$ cat config.mk
export PLATFORM = sky130hd
export DESIGN_NAME = irq_vec_cache
export DESIGN_NICKNAME = d
export VERILOG_FILES = /design/src/rtl/ivc_pkg.sv /design/src/rtl/ivc_branch_decode.sv /design/src/rtl/ivc_entry_store.sv /design/src/rtl/irq_vec_cache.sv
export SDC_FILE = /design/constraint.sdc
export NUM_CORES = 1
export LEC_CHECK = 0
export BUFFER_PORTS_ARGS = -buffer_cell sky130_fd_sc_hd__buf_2
export CAP_MARGIN = 25
export CELL_PAD_IN_SITES_DETAIL_PLACEMENT = 1
export CELL_PAD_IN_SITES_GLOBAL_PLACEMENT = 1
export CORE_UTILIZATION = 43
export DETAILED_ROUTE_END_ITERATION = 8
export PLACE_DENSITY_LB_ADDON = 0.1
export SLEW_MARGIN = 10
export SYNTH_ARGS = -nofsm -noshare
export SYNTH_HDL_FRONTEND = slang
export SYNTH_HIERARCHICAL = 1
export SYNTH_SLANG_ARGS = --single-unit
export TNS_END_PERCENT = 30
$ cat constraint.sdc
create_clock -name clk -period 4.2 [get_ports clk]
set_input_delay 0.84 -clock clk [delete_from_list [all_inputs] [get_ports clk]]
set_output_delay 0.84 -clock clk [all_outputs]
set_load 0.1 [all_outputs]
$ cat src/rtl/ivc_pkg.sv
package ivc_pkg;
  localparam logic [1:0] KIND_NORM = 2'b01;
  localparam logic [1:0] KIND_FAST = 2'b10;

  function automatic logic is_intr(input logic [1:0] kind);
    return (kind == KIND_NORM) || (kind == KIND_FAST);
  endfunction

  // entry index = {fast, hypervisor}
  function automatic logic [1:0] slot_of(input logic [1:0] kind, input logic hyp);
    return {kind == KIND_FAST, hyp};
  endfunction
endpackage

$ cat src/rtl/ivc_branch_decode.sv
module ivc_branch_decode #(
  parameter int ADDR_W = 32,
  parameter int IMM_W  = 24,
  parameter int PC_OFS = 8
) (
  input  logic [ADDR_W-1:0] vaddr,
  input  logic [31:0]       instr,
  output logic              compat,
  output logic [ADDR_W-1:0] target
);
  localparam int EXT_W = ADDR_W - IMM_W - 2;

  logic [ADDR_W-1:0] offset;

  always_comb begin
    compat = (instr[31:28] == 4'hE) && (instr[27:24] == 4'hA);
    offset = {{EXT_W{instr[IMM_W-1]}}, instr[IMM_W-1:0], 2'b00};
    target = vaddr + ADDR_W'(PC_OFS) + offset;
  end
endmodule

$ cat src/rtl/ivc_entry_store.sv
module ivc_entry_store #(
  parameter int DATA_W = 32,
  parameter int N_ENT  = 4,
  localparam int IDX_W = $clog2(N_ENT)
) (
  input  logic              clk,
  input  logic              rst,
  input  logic              clr_all,
  input  logic              wr_en,
  input  logic [IDX_W-1:0]  wr_idx,
  input  logic              wr_ok,
  input  logic [DATA_W-1:0] wr_data,
  input  logic [IDX_W-1:0]  rd_idx,
  output logic              rd_valid,
  output logic [DATA_W-1:0] rd_data
);
  logic [N_ENT-1:0]  vld;
  logic [DATA_W-1:0] mem [N_ENT];

  for (genvar i = 0; i < N_ENT; i++) begin : g_vld
    always_ff @(posedge clk) begin
      if (rst || clr_all)
        vld[i] <= 1'b0;
      else if (wr_en && (wr_idx == IDX_W'(i)))
        vld[i] <= wr_ok;
    end
  end

  // data array without reset; valid bits guard it
  always_ff @(posedge clk) begin
    if (wr_en && wr_ok && !clr_all)
      mem[wr_idx] <= wr_data;
  end

  assign rd_valid = vld[rd_idx];
  assign rd_data  = mem[rd_idx];
endmodule

$ cat src/rtl/irq_vec_cache.sv
module irq_vec_cache
  import ivc_pkg::*;
#(
  parameter int ADDR_W = 32,
  parameter int N_ENT  = 4
) (
  input  logic              clk,
  input  logic              rst,
  input  logic              cfg_disable,
  input  logic              inv_all,
  input  logic              lk_valid,
  input  logic [1:0]        lk_type,
  input  logic              lk_hyp,
  input  logic              lk_in_tcm,
  output logic              lk_hit,
  output logic [ADDR_W-1:0] lk_target,
  input  logic              al_valid,
  input  logic [1:0]        al_type,
  input  logic              al_hyp,
  input  logic [ADDR_W-1:0] al_vaddr,
  input  logic [31:0]       al_instr,
  input  logic              al_in_tcm
);
  localparam int IDX_W = $clog2(N_ENT);

  logic              br_ok;
  logic [ADDR_W-1:0] br_tgt;
  logic              wr_en, clr_all;
  logic              rd_valid;
  logic [ADDR_W-1:0] rd_data;

  ivc_branch_decode #(.ADDR_W(ADDR_W)) u_dec (
    .vaddr (al_vaddr),
    .instr (al_instr),
    .compat(br_ok),
    .target(br_tgt)
  );

  assign clr_all = inv_all | cfg_disable;
  assign wr_en   = al_valid & is_intr(al_type);

  ivc_entry_store #(.DATA_W(ADDR_W), .N_ENT(N_ENT)) u_store (
    .clk     (clk),
    .rst     (rst),
    .clr_all (clr_all),
    .wr_en   (wr_en),
    .wr_idx  (IDX_W'(slot_of(al_type, al_hyp))),
    .wr_ok   (br_ok & al_in_tcm),
    .wr_data (br_tgt),
    .rd_idx  (IDX_W'(slot_of(lk_type, lk_hyp))),
    .rd_valid(rd_valid),
    .rd_data (rd_data)
  );

  always_comb begin
    lk_hit    = lk_valid & ~cfg_disable & is_intr(lk_type) & lk_in_tcm & rd_valid;
    lk_target = lk_hit ? rd_data : '0;
  end
endmodule

==> results.sh, run 1 <==
export IMPL_ir_drop_mv=0.2539
export IMPL_wl_per_cell_um=18.81
export IMPL_outcome="finished, final reports clean"
export IMPL_yosys_area_top_type_share=0.5206
export IMPL_cts_tree="done"
export IMPL_hold_depth=2
export IMPL_tns_ns=0
export IMPL_ys_ff_latch=132
export IMPL_crit_slowest_cell="buf_2"
export IMPL_cts_sinks=132
export IMPL_seq_area_frac_synth=0.5314
export IMPL_grt_pass1_wl_um=26870
export IMPL_worstSetupEndpointType="output pin"
export IMPL_dieArea_mm2=0.01770
export IMPL_syn_area_mm2=0.007383
export IMPL_drt_iter0_markers=168
export IMPL_ys_top_cells_by_count="edfxtp_1, ha_1, nand2_1"
export IMPL_hold_end="u_store/vld[0]"
export IMPL_syn_num_nets=675
export IMPL_path_cells="buf_2 > mux4_1 > buf_4 > nand4b_1 > nor3b_2 > buf_12"
export IMPL_area_growth_synth_to_final_pct=22.93
export IMPL_antenna_cells=0
export IMPL_cts_resized=0
export IMPL_drt_total_wl_um=16640
export IMPL_yosysTopAreaCell="edfxtp_1"
export IMPL_cp_required_ns=3.36
export IMPL_synthFlopType="edfxtp_1"
export IMPL_startpoint_type="input pin"
export IMPL_fmax_mhz=290.9
export IMPL_cp_max_fo=33
export IMPL_start_util=0.4421
export IMPL_relSlewSlack=0.6353
export IMPL_gp_routability_congestion=0.7834
export IMPL_finalClockSkew_ns=0
export IMPL_ctsHoldBuffers=0
export IMPL_post_route_util=0.5435
export IMPL_hp_start="u_store/vld[0]"
export IMPL_leakagePower_nw=3.276
export IMPL_final_nets=791
export IMPL_drv_slew=0
export IMPL_antenna_left=0
export IMPL_critical_path_arrival_ns=2.60
export IMPL_cts_root_buf="clkbuf_16"
export IMPL_total_power_mw=3.313
export IMPL_clkLatencyLatePin_ns=0.39
export IMPL_grt_ovfl_total=0
export IMPL_core_area_mm2=0.01670
export IMPL_layout_drive_gt1_share=0.3414
export IMPL_finalSetupViolCount=0
export IMPL_portBuffers=110
export IMPL_grt_usage=0.2005
export IMPL_reg2regPathDepth=2
export IMPL_cts_buffer_depth=2
export IMPL_worstReg2RegEnd="u_store/vld[2]"
export IMPL_row_count=47
export IMPL_die_w_um=133.0
export IMPL_finalHoldViolations=0
export IMPL_ys_types=58
export IMPL_synth_most_common_cell="edfxtp_1"
export IMPL_period_minus_slack_ns=3.437
export IMPL_cts_inserted_buffers=17
export IMPL_asyncSetResetFlopFracSynth=0
export IMPL_num_vias=4821
export IMPL_hpwl_um=11950
export IMPL_die_h_um=133.0
export IMPL_min_path_type="reg2reg"
export IMPL_synth_enable_flop_cells=128
export IMPL_cap_violations=0
export IMPL_viasPerCell=5.447
export IMPL_slowest_delay_ns=0.38
export IMPL_cp_num_buf_inv=3
export IMPL_ys_top_cells_by_area="edfxtp_1, ha_1, mux4_2, nand2_1, nor2_2"
export IMPL_grt_pass1_vias=5197
export IMPL_reg2reg_slack_ns=3.18
export IMPL_ios=111
export IMPL_cp_top_family="buffers and inverters"
export IMPL_path_clk_slew_ns=0.05
export IMPL_avgSynthCellArea_um2=13.75
export IMPL_grt_max_degree=34
export IMPL_htree_levels=4
export IMPL_rsz0062_at_grt="false"
export IMPL_ys_warnings_count=6
export IMPL_power_density_mw_per_mm2=365.0
export IMPL_post_cts_buffers=0
export IMPL_firstDrtPassIters=4
export IMPL_n_fill_cell=1703
export IMPL_drc_errors=0
export IMPL_layout_worst_path_cycle_share=0.8184
export IMPL_crit_reg2reg_launch="u_store/vld[2]"
export IMPL_synth_cells=537
export IMPL_antenna_found_initial=0
export IMPL_worst_slew_pin_slew_ns=0.5428
export IMPL_worstSetupPathType="in2out"
-- cell families after synthesis --
group	count (synthesis)	synth area share
AND/OR/NAND/NOR	156	0.1098
flip-flops	132	0.5314
AO/OA/AOI/OAI	88	0.07778
adder cells (fa/ha/maj)	60	0.1027
buffers and inverters	37	0.03864
multiplexers	37	0.1076
XOR/XNOR	27	0.03203
-- cells in the final DEF, fill, tap and decap left out, types with 3 or more instances in the layout --
cell type	n
buf_4	11
ha_1	59
xnor2_1	16
nand3_1	6
clkinv_1	4
mux4_1	3
clkbuf_16	17
a211oi_1	4
or3b_2	6
o21bai_1	3
a21oi_2	3
nor2_1	18
nor2_2	29
dfxtp_1	4
clkinv_2	5
buf_12	33
o211ai_1	4
buf_2	77
nand2_1	56
inv_1	13
nor4_1	3
mux4_2	30
a21oi_1	31
xor2_1	11
o21ai_0	18
edfxtp_1	128
mux2i_1	4
and2_1	4
nor3_1	5
nand2b_1	4
clkbuf_1	5
nand4_1	5
a21o_1	3
-- registers in the layout (all words and copies together) (netlist names) --
| signal | count |
|---|---|
| u_store/mem | 128 |
| u_store/vld | 4 |
-- stage by stage --
stage | setup slack (ns) | hold WS (ns) | instance area, µm² | cells
3_3_place_gp | 0.6627 | 0.5711 | 8592 | 854
5_1_grt | 0.6170 | 0.6203 | 9076 | 885
3_5_place_dp | 0.5555 | 0.5884 | 8592 | 854
2_1_floorplan | -0.01140 | 0.5521 | 7393 | 537
6_report | 0.7626 | 0.5920 | 9076 | 885
4_1_cts | 0.7117 | 0.5953 | 9076 | 885
-- how the worst max path moves through the flow --
| stage | start | end | slack (ns) | depth (start not counted) |
|---|---|---|---|---|
| floorplan | al_type[0] | u_store/mem[3][0] | -0.01 | 5 |
| global placement | al_vaddr[3] | u_store/mem[2][31] | 0.66 | 12 |
| CTS | lk_hyp | lk_target[11] | 0.71 | 6 |
| detailed placement | al_instr[1] | u_store/mem[0][31] | 0.56 | 12 |
| finish | lk_hyp | lk_target[11] | 0.76 | 6 |
| global route | lk_hyp | lk_target[11] | 0.62 | 6 |
-- power breakdown --
part           internal, mW  switching (mW)
registers              1.53       0.0000195
clock network         0.735           0.476
logic                 0.216           0.353
-- worst min-delay path: cells and delay by family (launching register included) --
family	cells	cell delay (ns)
flops	1	0.30
mux	1	0.05
simple gates	1	0.19
-- final cells by class --
type                    count  area [µm²]  share of cell area
clock buffers              22       444.2             0.04894
clock inverters             9       40.04            0.004411
inverters                  13       48.80            0.005376
multi-input cells         368        3216              0.3543
flip-flops and latches    132        3924              0.4323
well taps                 220       275.3             0.03033
repair buffers            121        1129              0.1243
-- routing by layer --
| layer | track usage | up-vias | routed length [µm] |
|---|---|---|---|
| met3 | 0.02682 | 10 | 525 |
| met2 | 0.3569 | 100 | 8536 |
| met5 | 0 | - | 0 |
| li1 | - | 2291 | - |
| met4 | 0.06003 | 0 | 128 |
| met1 | 0.2534 | 2420 | 7453 |
Note: power is estimated with default switching activity, not from simulation.
==> run 2: changes to the inputs <==
clock period = 3.1 ns   (was 4.2 ns; I/O delays follow)
==> results.sh, run 2 (synthesis results as in run 1) <==
export IMPL_start_util=0.4421
export IMPL_cp_num_buf_inv=2
export IMPL_grt_pass1_wl_um=27720
export IMPL_cts_root_buf="clkbuf_16"
export IMPL_placed_area_mm2=0.008899
export IMPL_antenna_found_initial=0
export IMPL_cts_tree="done"
export IMPL_cp_top_family="compound AO/OA/AOI/OAI gates"
export IMPL_hpwl_um=12360
export IMPL_rsz0062_at_grt="false"
export IMPL_most_common_layout_cells="edfxtp_1, buf_2, ha_1, nand2_1, buf_12"
export IMPL_viasPerCell=5.422
export IMPL_drt_iter0_markers=172
export IMPL_reg2reg_slack_ns=2.07
export IMPL_fmax_mhz=337.2
export IMPL_htree_levels=4
export IMPL_firstDrtPassIters=6
export IMPL_worst_slew_pin_slew_ns=0.5330
export IMPL_finalSetupViolCount=0
export IMPL_cts_sinks=132
export IMPL_drt_total_wl_um=17280
export IMPL_num_vias=4945
export IMPL_dieArea_mm2=0.01770
export IMPL_final_common_cell="edfxtp_1"
export IMPL_drc_errors=0
export IMPL_seqPwrFrac=0.438
export IMPL_crit_reg2reg_launch="u_store/vld[3]"
export IMPL_finalClockSkew_ns=0
export IMPL_period_minus_slack_ns=2.966
export IMPL_n_fill_cell=1651
export IMPL_finalHoldViolations=0
export IMPL_top_register="u_store/mem"
export IMPL_final_nets=821
export IMPL_wl_per_cell_um=18.95
export IMPL_core_area_mm2=0.01670
export IMPL_relSlewSlack=0.6447
export IMPL_worstReg2RegEnd="u_store/vld[3]"
export IMPL_post_cts_buffers=0
export IMPL_hp_start="al_vaddr[0]"
export IMPL_layout_drive_gt1_share=0.3728
export IMPL_grt_usage=0.2079
export IMPL_ctsHoldBuffers=0
export IMPL_cap_violations=0
export IMPL_reg2regPathDepth=2
export IMPL_path_clk_slew_ns=0.05
export IMPL_hold_depth=1
export IMPL_cts_buffer_depth=2
export IMPL_grt_pass1_vias=5216
export IMPL_tns_ns=0
export IMPL_critical_path_arrival_ns=3.11
export IMPL_largest_register_ffs=128
export IMPL_layout_worst_path_cycle_share=0.9566
export IMPL_cts_inserted_buffers=17
export IMPL_clockPowerShare=0.381
export IMPL_cp_max_fo=6
export IMPL_startpoint_type="input pin"
export IMPL_worstSetupPathType="in2reg"
export IMPL_post_route_util=0.5649
export IMPL_portBuffers=110
export IMPL_die_w_um=133.0
export IMPL_grt_ovfl_total=0
export IMPL_antenna_left=0
export IMPL_antenna_cells=0
export IMPL_crit_slowest_cell="xnor2_1"
export IMPL_fin_area_mm2=0.009434
export IMPL_cp_required_ns=3.24
export IMPL_worstSetupEndpointType="flop"
export IMPL_power_density_mw_per_mm2=502.8
export IMPL_p_int_mw=3.579
export IMPL_drv_slew=0
export IMPL_p_switching_mw=1.165
export IMPL_leakagePower_nw=3.468
export IMPL_die_h_um=133.0
export IMPL_grt_max_degree=33
export IMPL_power_frac_comb=0.181
export IMPL_ir_drop_mv=0.3830
export IMPL_min_path_type="in2reg"
export IMPL_clkLatencyLatePin_ns=0.41
export IMPL_slowest_delay_ns=0.44
export IMPL_largestRegisters="u_store/mem: 128 flops, u_store/vld: 4 flops"
export IMPL_hold_end="u_store/mem[2][0]"
export IMPL_outcome="finished, final reports clean"
export IMPL_path_cells="buf_2 > ha_1 > ha_1 > a21oi_1 > buf_4 > o22ai_1 > o21ai_0 > o221ai_2 > a21oi_1 > xnor2_1"
export IMPL_ios=111
export IMPL_row_count=47
export IMPL_switching_share=0.2455
export IMPL_gp_routability_congestion=0.7899
export IMPL_area_growth_synth_to_final_pct=27.77
export IMPL_total_power_mw=4.744
==> run 2: changes by cell type in the layout (fill, tap and decap cells not counted), sizes merged <==
| cell | delta |
|---|---|
| clkinv | -1 |
| buf | +30 |
| clkbuf | -4 |
| bufinv | +2 |
==> run 2: worst reg2reg max path, cell delays in order (launching register included) <==
cell and delay [ns]:
dfxtp_1 0.32, or3b_2 0.44, mux2i_1 0.18
==> run 2: worst max path at each step <==
stage,startpoint,end,depth (start not counted)
floorplan,lk_type[0],lk_target[27],8
global placement,al_vaddr[3],u_store/mem[2][31],12
detailed placement,al_vaddr[3],u_store/mem[0][31],12
CTS,al_vaddr[3],u_store/mem[0][31],12
global route,al_vaddr[4],u_store/mem[2][16],10
finish,al_vaddr[4],u_store/mem[0][24],10
==> run 2: area by class of cell <==
cell class	instances	area [µm²]	area share
flip-flops and latches	132	3924	0.4159
multi-input cells	368	3234	0.3428
repair buffers	151	1429	0.1515
clock buffers	18	429.2	0.04549
well taps	220	275.3	0.02918
clock inverters	10	93.84	0.009947
inverters	13	48.80	0.005172
==> run 2: layer usage <==
| metal | track usage | wire length (µm) | share of wire | vias up |
|---|---|---|---|---|
| met1 | 0.2679 | 7751 | 0.45 | 2475 |
| met5 | 0 | 0 | 0 | - |
| met4 | 0.06960 | 246 | 0.014 | 0 |
| li1 | - | - | - | 2350 |
| met2 | 0.3581 | 8730 | 0.51 | 102 |
| met3 | 0.03180 | 550 | 0.032 | 18 |
==> run 2: per-stage QoR <==
step / instances / setup WS (ns) / hold WS (ns)
global placement: 884 / -0.1961 / 0.5732
global route: 912 / 0.02552 / 0.4346
floorplan: 537 / -0.2906 / 0.5521
CTS: 912 / 0.09700 / 0.4201
detailed placement: 884 / -0.3488 / 0.5772
finish: 912 / 0.1344 / 0.4390
==> run 2: power groups by stage <==
stage / sequential, mW / clock, mW / combinational [mW]
after floorplan: 2.11 / 0 / 0.547
after global placement: 2.11 / 0 / 0.807
after detailed placement: 2.11 / 0 / 0.849
after CTS: 2.08 / 1.84 / 0.856
after global routing: 2.08 / 1.89 / 0.955
final: 2.08 / 1.81 / 0.859
==> run 2: timing repair <==
action / CTS / global route
endpoints found under the setup margin: 0 / 4
resized for setup: 0 / 2
endpoints found under the hold margin: 0 / 0
==> run 3: changes to the inputs <==
CTS_BUF_LIST = sky130_fd_sc_hd__clkbuf_16   (was unset)
==> results.sh, run 3 (synthesis results as in run 1) <==
export IMPL_cts_inserted_buffers=17
export IMPL_start_util=0.4421
export IMPL_worstReg2RegEnd="u_store/vld[3]"
export IMPL_final_common_cell="edfxtp_1"
export IMPL_relSlewSlack=0.6446
export IMPL_dp_cells=884
export IMPL_period_minus_slack_ns=2.964
export IMPL_antenna_cells=0
export IMPL_finalClockSkew_ns=0
export IMPL_reg2reg_slack_ns=2.07
export IMPL_total_power_mw=4.742
export IMPL_viasPerCell=5.431
export IMPL_worstSetupEndpointType="flop"
export IMPL_crit_reg2reg_launch="u_store/vld[3]"
export IMPL_post_place_ws_ns=-0.3488
export IMPL_startpoint_type="input pin"
export IMPL_grt_max_degree=33
export IMPL_worstSetupPathType="in2reg"
export IMPL_critical_path_arrival_ns=3.11
export IMPL_ctsHoldBuffers=0
export IMPL_timing_final_ws_setup_ns=0.1356
export IMPL_ir_drop_mv=0.3841
export IMPL_leakagePower_nw=3.473
export IMPL_largestRegisters="u_store/mem: 128 flops, u_store/vld: 4 flops"
export IMPL_layout_worst_path_cycle_share=0.9563
export IMPL_post_route_util=0.5649
export IMPL_htree_levels=4
export IMPL_antenna_found_initial=0
export IMPL_final_nets=821
export IMPL_post_cts_buffers=0
export IMPL_hold_depth=1
export IMPL_cp_max_fo=6
export IMPL_grt_ovfl_total=0
export IMPL_most_common_layout_cells="edfxtp_1, buf_2, ha_1, nand2_1, buf_12"
export IMPL_cap_violations=0
export IMPL_cts_sinks=132
export IMPL_finalSetupViolCount=0
export IMPL_reg2regPathDepth=2
export IMPL_largest_register_ffs=128
export IMPL_area_growth_synth_to_final_pct=27.77
export IMPL_die_w_um=133.0
export IMPL_drv_slew=0
export IMPL_gp_routability_congestion=0.7899
export IMPL_crit_end="u_store/mem[0][24]"
export IMPL_worst_slew_pin_slew_ns=0.5331
export IMPL_core_area_mm2=0.01670
export IMPL_cts_root_buf="clkbuf_16"
export IMPL_finalHoldViolations=0
export IMPL_tns_ns=0
export IMPL_clkLatencyLatePin_ns=0.41
export IMPL_outcome="finished, final reports clean"
export IMPL_stdcell_count=912
export IMPL_rsz0062_at_grt="false"
export IMPL_grt_pass1_wl_um=27720
export IMPL_ios=111
export IMPL_grt_usage=0.2079
export IMPL_row_count=47
export IMPL_cts_buffer_depth=2
export IMPL_cp_startpoint="al_vaddr[4]"
export IMPL_portBuffers=110
export IMPL_die_h_um=133.0
export IMPL_top_register="u_store/mem"
export IMPL_drc_errors=0
export IMPL_cts_tree="done"
export IMPL_path_clk_slew_ns=0.05
export IMPL_drt_iter0_markers=170
export IMPL_num_vias=4953
export IMPL_firstDrtPassIters=6
export IMPL_power_density_mw_per_mm2=502.6
export IMPL_grt_pass1_vias=5216
export IMPL_drt_total_wl_um=17290
export IMPL_hpwl_um=12360
export IMPL_dieArea_mm2=0.01770
export IMPL_antenna_left=0
export IMPL_cts_resized=0
export IMPL_fmax_mhz=337.3
export IMPL_min_path_type="in2reg"
export IMPL_layout_drive_gt1_share=0.3728
export IMPL_wl_per_cell_um=18.96
export IMPL_cp_required_ns=3.25
==> run 3: worst min path at each step <==
stage	slack (ns)	start	end
2_1_floorplan	0.55	u_store/vld[0]	u_store/vld[0]
3_3_place_gp	0.57	u_store/vld[0]	u_store/vld[0]
3_5_place_dp	0.58	u_store/vld[1]	u_store/vld[1]
4_1_cts	0.42	al_vaddr[0]	u_store/mem[3][0]
5_1_grt	0.43	al_vaddr[1]	u_store/mem[2][1]
6_report	0.44	al_vaddr[0]	u_store/mem[2][0]
==> run 3: critical path, stage by stage <==
cell and delay (ns):
buf_2 0.10, ha_1 0.34, ha_1 0.30, a21oi_1 0.09
buf_4 0.15, o22ai_1 0.37, o21ai_0 0.23, o221ai_2 0.33
a21oi_1 0.14, xnor2_1 0.44
==> run 3: layout make-up <==
type / count / area [µm²]
fillers: 1651 / 7267
clock buffers: 17 / 425.4
clock inverters: 11 / 97.59
repair buffers: 151 / 1429
multi-input cells: 368 / 3234
flip-flops and latches: 132 / 3924
well taps: 220 / 275.3
inverters: 13 / 48.80
==> run 3: layer usage <==
| layer | vias to the layer above | routed length [µm] | share of wire | track usage |
|---|---|---|---|---|
| met5 | - | 0 | 0 | 0 |
| met4 | 0 | 251 | 0.015 | 0.06960 |
| met3 | 21 | 526 | 0.030 | 0.03180 |
| met2 | 101 | 8726 | 0.50 | 0.3581 |
| met1 | 2481 | 7785 | 0.45 | 0.2679 |
| li1 | 2350 | - | - | - |
==> run 3: metrics by stage <==
step | hold WS (ns) | instance area [µm²]
2_1_floorplan | 0.5521 | 7398
3_3_place_gp | 0.5732 | 8899
3_5_place_dp | 0.5772 | 8899
4_1_cts | 0.4201 | 9422
5_1_grt | 0.4346 | 9434
6_report | 0.4380 | 9434
==> run 3: power by group <==
group / internal [mW] / switching (mW) / leakage [nW] / total [mW]
sequential: 2.08 / 0.0000285 / 1.18 / 2.08
combinational: 0.359 / 0.500 / 2.03 / 0.859
clock: 1.14 / 0.667 / 0.263 / 1.81
